### config.mk
export PLATFORM = sky130hd
export DESIGN_NAME = spi_fifo_evt_irq
export DESIGN_NICKNAME = d
export VERILOG_FILES = /design/src/rtl/spi_evt_pkg.sv /design/src/rtl/spi_fifo_level.sv /design/src/rtl/spi_evt_flags.sv /design/src/rtl/spi_fifo_evt_irq.sv
export SDC_FILE = /design/constraint.sdc
export NUM_CORES = 1
export LEC_CHECK = 0
export ABC_AREA = 0
export ABC_CLOCK_PERIOD_IN_PS = 9400
export CAP_MARGIN = 20
export CORE_MARGIN = 5
export CORE_UTILIZATION = 25
export DETAILED_ROUTE_END_ITERATION = 8
export DONT_BUFFER_PORTS = 1
export MAX_ROUTING_LAYER = met4
export PLACE_DENSITY_LB_ADDON = 0.08
export SLEW_MARGIN = 20
export SYNTH_ARGS = -nofsm -noshare
export SYNTH_HDL_FRONTEND = slang
export SYNTH_SLANG_ARGS = --single-unit
### constraint.sdc
create_clock -name clk -period 9.4 [get_ports clk]
set_input_delay 1.41 -clock clk [delete_from_list [all_inputs] [get_ports clk]]
set_output_delay 1.41 -clock clk [all_outputs]
set_load 0.05 [all_outputs]
### src/rtl/spi_evt_pkg.sv
package spi_evt_pkg;
    localparam int EVT_W      = 32;
    localparam int CNT_W      = 6;
    localparam int RX_CNT_LSB = 24;
    localparam int TX_CNT_LSB = 16;
    localparam int FLAG_LSB   = 8;   // bit 8 = transmit not full, bit 9 = receive not empty
    localparam int NUM_FLAGS  = 2;
    localparam int WORD_BYTES = 4;

    typedef enum logic [0:0] {
        FLG_TX_NF = 1'b0,
        FLG_RX_NE = 1'b1
    } flag_idx_e;
endpackage

### src/rtl/spi_fifo_level.sv
module spi_fifo_level #(
    parameter int DEPTH     = 32,
    parameter int RESET_VAL = 0,
    parameter int CNT_W     = spi_evt_pkg::CNT_W
) (
    input  logic             clk,
    input  logic             rst_n,
    input  logic             inc_en,
    input  logic [2:0]       inc_bytes,
    input  logic             dec_en,
    output logic [CNT_W-1:0] cnt
);
    localparam int SUM_W = CNT_W + 2;
    localparam logic [SUM_W-1:0] DEPTH_V = SUM_W'(DEPTH);
    localparam logic [SUM_W-1:0] STEP_V  = SUM_W'(spi_evt_pkg::WORD_BYTES);

    typedef struct packed {
        logic [CNT_W-1:0] cnt;
    } lvl_st_t;

    lvl_st_t          st_d, st_q;
    logic [SUM_W-1:0] add_v, total_v, rem_v;

    always_comb begin
        st_d    = st_q;
        add_v   = '0;
        if (inc_en)
            add_v = (inc_bytes > 3'd4) ? STEP_V : SUM_W'(inc_bytes);
        total_v = SUM_W'(st_q.cnt) + add_v;
        if (dec_en)
            rem_v = (total_v < STEP_V) ? '0 : total_v - STEP_V;
        else
            rem_v = total_v;
        if (rem_v > DEPTH_V)
            rem_v = DEPTH_V;
        st_d.cnt = rem_v[CNT_W-1:0];
    end

    always_ff @(posedge clk) begin
        if (!rst_n) st_q <= '{cnt: CNT_W'(RESET_VAL)};
        else        st_q <= st_d;
    end

    assign cnt = st_q.cnt;

    AST_LEVEL_BOUND: assert property (@(posedge clk) disable iff (!rst_n)
        SUM_W'(cnt) <= DEPTH_V);
    AST_LEVEL_HOLD: assert property (@(posedge clk) disable iff (!rst_n)
        (!inc_en && !dec_en) |=> $stable(cnt));
    AST_LEVEL_NO_RISE_ON_POP: assert property (@(posedge clk) disable iff (!rst_n)
        (dec_en && !inc_en) |=> (cnt <= $past(cnt)));
endmodule

### src/rtl/spi_evt_flags.sv
module spi_evt_flags #(
    parameter int N = spi_evt_pkg::NUM_FLAGS
) (
    input  logic         clk,
    input  logic         rst_n,
    input  logic [N-1:0] cond,
    input  logic [N-1:0] clr,
    output logic [N-1:0] flag
);
    typedef struct packed {
        logic [N-1:0] flag;
    } flg_st_t;

    flg_st_t st_d, st_q;

    always_comb begin
        st_d = st_q;
        for (int i = 0; i < N; i++)
            st_d.flag[i] = clr[i] ? 1'b0 : (st_q.flag[i] | cond[i]);
    end

    always_ff @(posedge clk) begin
        if (!rst_n) st_q <= '0;
        else        st_q <= st_d;
    end

    assign flag = st_q.flag;

    for (genvar g = 0; g < N; g++) begin : g_chk
        AST_FLAG_CLEAR: assert property (@(posedge clk) disable iff (!rst_n)
            clr[g] |=> !flag[g]);
        AST_FLAG_STICKY: assert property (@(posedge clk) disable iff (!rst_n)
            (flag[g] && !clr[g]) |=> flag[g]);
        AST_FLAG_SET: assert property (@(posedge clk) disable iff (!rst_n)
            (cond[g] && !clr[g]) |=> flag[g]);
        AST_FLAG_RESET_AGAIN: assert property (@(posedge clk) disable iff (!rst_n)
            (clr[g] ##1 (cond[g] && !clr[g])) |=> flag[g]);
    end
endmodule

### src/rtl/spi_fifo_evt_irq.sv
module spi_fifo_evt_irq #(
    parameter int DEPTH_BYTES = 32
) (
    input  logic        clk,
    input  logic        rst_n,
    input  logic        rx_push,
    input  logic [2:0]  rx_push_bytes,
    input  logic        rx_pop,
    input  logic        tx_load,
    input  logic        tx_drain,
    input  logic [2:0]  tx_drain_bytes,
    input  logic        evt_wr,
    input  logic        msk_wr,
    input  logic [31:0] wr_data,
    output logic [31:0] evt_word,
    output logic [31:0] msk_word,
    output logic        irq
);
    import spi_evt_pkg::*;

    localparam int FLAG_MSB = FLAG_LSB + NUM_FLAGS - 1;

    typedef struct packed {
        logic [NUM_FLAGS-1:0] mask;
        logic                 irq;
    } top_st_t;

    top_st_t              st_d, st_q;
    logic [CNT_W-1:0]     rx_cnt, tx_free;
    logic [NUM_FLAGS-1:0] cond, clr, flags;

    spi_fifo_level #(.DEPTH(DEPTH_BYTES), .RESET_VAL(0), .CNT_W(CNT_W)) i_rx_level (
        .clk(clk), .rst_n(rst_n),
        .inc_en(rx_push), .inc_bytes(rx_push_bytes), .dec_en(rx_pop),
        .cnt(rx_cnt)
    );

    spi_fifo_level #(.DEPTH(DEPTH_BYTES), .RESET_VAL(DEPTH_BYTES), .CNT_W(CNT_W)) i_tx_level (
        .clk(clk), .rst_n(rst_n),
        .inc_en(tx_drain), .inc_bytes(tx_drain_bytes), .dec_en(tx_load),
        .cnt(tx_free)
    );

    always_comb begin
        cond            = '0;
        cond[FLG_RX_NE] = (rx_cnt != '0);
        cond[FLG_TX_NF] = (tx_free != '0);
        clr             = evt_wr ? wr_data[FLAG_MSB:FLAG_LSB] : '0;
    end

    spi_evt_flags #(.N(NUM_FLAGS)) i_flags (
        .clk(clk), .rst_n(rst_n), .cond(cond), .clr(clr), .flag(flags)
    );

    always_comb begin
        st_d     = st_q;
        if (msk_wr)
            st_d.mask = wr_data[FLAG_MSB:FLAG_LSB];
        st_d.irq = |(flags & st_q.mask);
    end

    always_ff @(posedge clk) begin
        if (!rst_n) st_q <= '0;
        else        st_q <= st_d;
    end

    always_comb begin
        evt_word = '0;
        evt_word[RX_CNT_LSB +: CNT_W]  = rx_cnt;
        evt_word[TX_CNT_LSB +: CNT_W]  = tx_free;
        evt_word[FLAG_LSB +: NUM_FLAGS] = flags;
        msk_word = '0;
        msk_word[FLAG_LSB +: NUM_FLAGS] = st_q.mask;
    end

    assign irq = st_q.irq;

    AST_IRQ_RAISE: assert property (@(posedge clk) disable iff (!rst_n)
        (|(evt_word[FLAG_MSB:FLAG_LSB] & msk_word[FLAG_MSB:FLAG_LSB])) |=> irq);
    AST_IRQ_DROP: assert property (@(posedge clk) disable iff (!rst_n)
        !(|(evt_word[FLAG_MSB:FLAG_LSB] & msk_word[FLAG_MSB:FLAG_LSB])) |=> !irq);
    AST_MASK_STORE: assert property (@(posedge clk) disable iff (!rst_n)
        msk_wr |=> (msk_word[FLAG_MSB:FLAG_LSB] == $past(wr_data[FLAG_MSB:FLAG_LSB])));
    AST_CNT_WRITE_SAFE: assert property (@(posedge clk) disable iff (!rst_n)
        (evt_wr && !rx_push && !rx_pop) |=> $stable(evt_word[RX_CNT_LSB +: CNT_W]));
endmodule

==> reports/results.tsv <==
metric	value	unit
nets	283	
layout-drive-gt1-share	0.0885	
place_inst	321	
synth_cell_types	65	
start_util	0.259	
critPathRequiredTime	9.59	ns
core	7330	µm²
seq_area_frac_synth	0.179	
num_rows	31	
hold_path.startpoint	msk_word[8]	
area_growth	-3.22	%
post-cts-setup-buffer-count	0	
synthArstFlopShare	0	
path_max_fanout	12	
grt_pass1_vias	1371	
end_kind	flop	
grt_max_degree	19	
synth-seq-cells	17	
cts_resized	0	
tightest_slew	0.916	ns
wl_per_cell	13.9	µm
via_per_inst	4.52	
finalSetupViolCount	0	
clk_pin_slew	0.07	ns
synth_top_flop_cell	dfxtp_1	
io_pins	111	
register_area	340	µm²
routed_wl	4530	µm
drc	0	
min_path_type	flop to flop	
cpMostUsedCell	ha_1	
layout_common_cells	conb_1 (48), dfxtp_1 (17), nor2_1 (14)	
skew	0.00669	ns
r2r-start	i_rx_level.cnt[0]	
r2r_setup_slack	5.92	ns
dieWidth	97.2	µm
finalHoldViolations	0	
min_to	msk_word[8]	
clock.fmax	0.238	GHz
cp-start-kind	input port	
first_pass_iters	5	
arrival	4.39	ns
p_leak	0.000781	µW
whs_path_depth	2	
peakVddDrop	0.0000588	V
dp_slack	4.92	ns
path_cells	and3b_1 > ha_1 > fa_1 > xnor2_1 > ha_1 > nand2_1 > a221o_1 > o21bai_2 > a32oi_1 > nor4_2 > and2_1	
cts_sinks	17	
max_stage_delay	0.58	ns
ctsHoldBuffers	0	
fin_crit_sh	0.447	
synth_edf_count	0	
h-tree-depth	1	
powerDensity	196	nW/µm²
final.setup.tns	0	ns
fin_ws	5.20	ns
reg2reg_depth	10	
insertedDiodeCount	0	
avgSynthCellArea	8.23	µm²
antenna_found_initial	0	
yosys_warnings	0	
dieHeight	97.2	µm
grt_use_total	0.0912	
syn_area	1900	µm²
period_needed	4.20	ns
clk_path_buf_depth	2	
timing.slew.headroom	0.389	
grt-ovfl-total	0	
r2r-end	i_rx_level.cnt[2]	
port_buffers	0	
num-fill-cells	824	
antenna_left	0	
stdcell_count	325	
rsz0062_at_grt	false	
slew_viol_final	0	
maxCapViolations	0	
tritoncts	done	
slowest_stage	fa_1	
synthesis.instances	231	
dieArea	9450	µm²
place.gp.congestion	0.731	
multi_input_area	1290	µm²
clock_latency	0.25	ns
drt_iter0_markers	59	
dp.final_hpwl	3700	µm
outcome	completed	
cts_buffers	3	
cts_root_buf	clkbuf_8	
final_common_cell	conb_1	
vias	1468	
path_class	input port to flop	
grt_pass1_wl	7200	µm
[worst max path at each step]
stage                startpoint  slack, ns                end
6_report       rx_push_bytes[0]       5.20  i_rx_level.cnt[2]
3_5_place_dp   rx_push_bytes[0]       4.92  i_rx_level.cnt[2]
3_3_place_gp   rx_push_bytes[0]       4.85  i_rx_level.cnt[2]
5_1_grt        rx_push_bytes[0]       4.95  i_rx_level.cnt[2]
4_1_cts        rx_push_bytes[0]       5.20  i_rx_level.cnt[2]
2_1_floorplan  rx_push_bytes[0]       5.44  i_rx_level.cnt[2]
[synth_stat cells, types with 5 or more instances]
cell     count  share of area
nand3_1      5          0.013
nand2_1      7          0.014
nor2_1      14          0.028
buf_4       51           0.20
ha_1         8          0.053
nor3_1      10          0.026
and3_1       5          0.016
and2_1       7          0.023
inv_1        7          0.014
a21oi_1     10          0.026
dfxtp_1     17           0.18
[state kept, by name, summed over array words and instances (netlist names)]
signal          flops
i_flags.flag        2
i_rx_level.cnt      6
i_tx_level.cnt      6
irq                 1
msk_word            2
[report_power, final]
part	switching (µW)	internal [µW]	total [µW]
clock	26.0	29.8	55.8
sequential	50.1	82.1	132
combinational	114	59.7	173
total	190	172	361
[cell type report]
class,count,share of cell area
Multi-Input combinational cell,197,0.703
Clock inverter,1,0.00408
Timing Repair Buffer,1,0.00408
Clock buffer,3,0.0224
Sequential cell,17,0.185
Tap cell,99,0.0673
Inverter,7,0.0143
[worst max-delay path: cells and delay by family]
family / cells / cell delay (ns)
xor+xnor: 1 / 0.42
simple gates: 4 / 0.84
fa+ha+maj: 3 / 1.12
compound gates: 3 / 0.60
[stage by stage]
step | hold WS (ns) | power, µW | utilization | cell area [µm²]
floorplan | 0.748 | 297 | - | 2080
global placement | 0.786 | 310 | 0.244 | 1790
detailed placement | 0.780 | 308 | 0.244 | 1790
CTS | 0.798 | 365 | 0.251 | 1840
global route | 0.827 | 387 | 0.251 | 1840
finish | 0.794 | 361 | 0.251 | 1840
[cells by family (layout without fill, tap and decap cells)]
group / Yosys count / in the layout / synth area share
and+or+nand+nor: 76 / 76 / 0.241
muxes: 5 / 5 / 0.0289
AOI/OAI and AO/OA: 51 / 51 / 0.205
adders and majority gates: 10 / 10 / 0.0737
xor gates and xnor gates: 7 / 7 / 0.0362
other: 1 / 48 / 0.00197
buffers and inverters: 64 / 12 / 0.234
DFF: 17 / 17 / 0.179
[metal layers]
| metal | GRT usage | up-vias | wire, µm |
|---|---|---|---|
| li1 | - | 727 | - |
| met1 | 0.111 | 683 | 2030 |
| met2 | 0.156 | 56 | 2100 |
| met3 | 0.0302 | 2 | 393 |
| met4 | 0.00319 | 0 | 6 |
| met5 | - | - | 0 |
(Power assumes the default switching activity.)
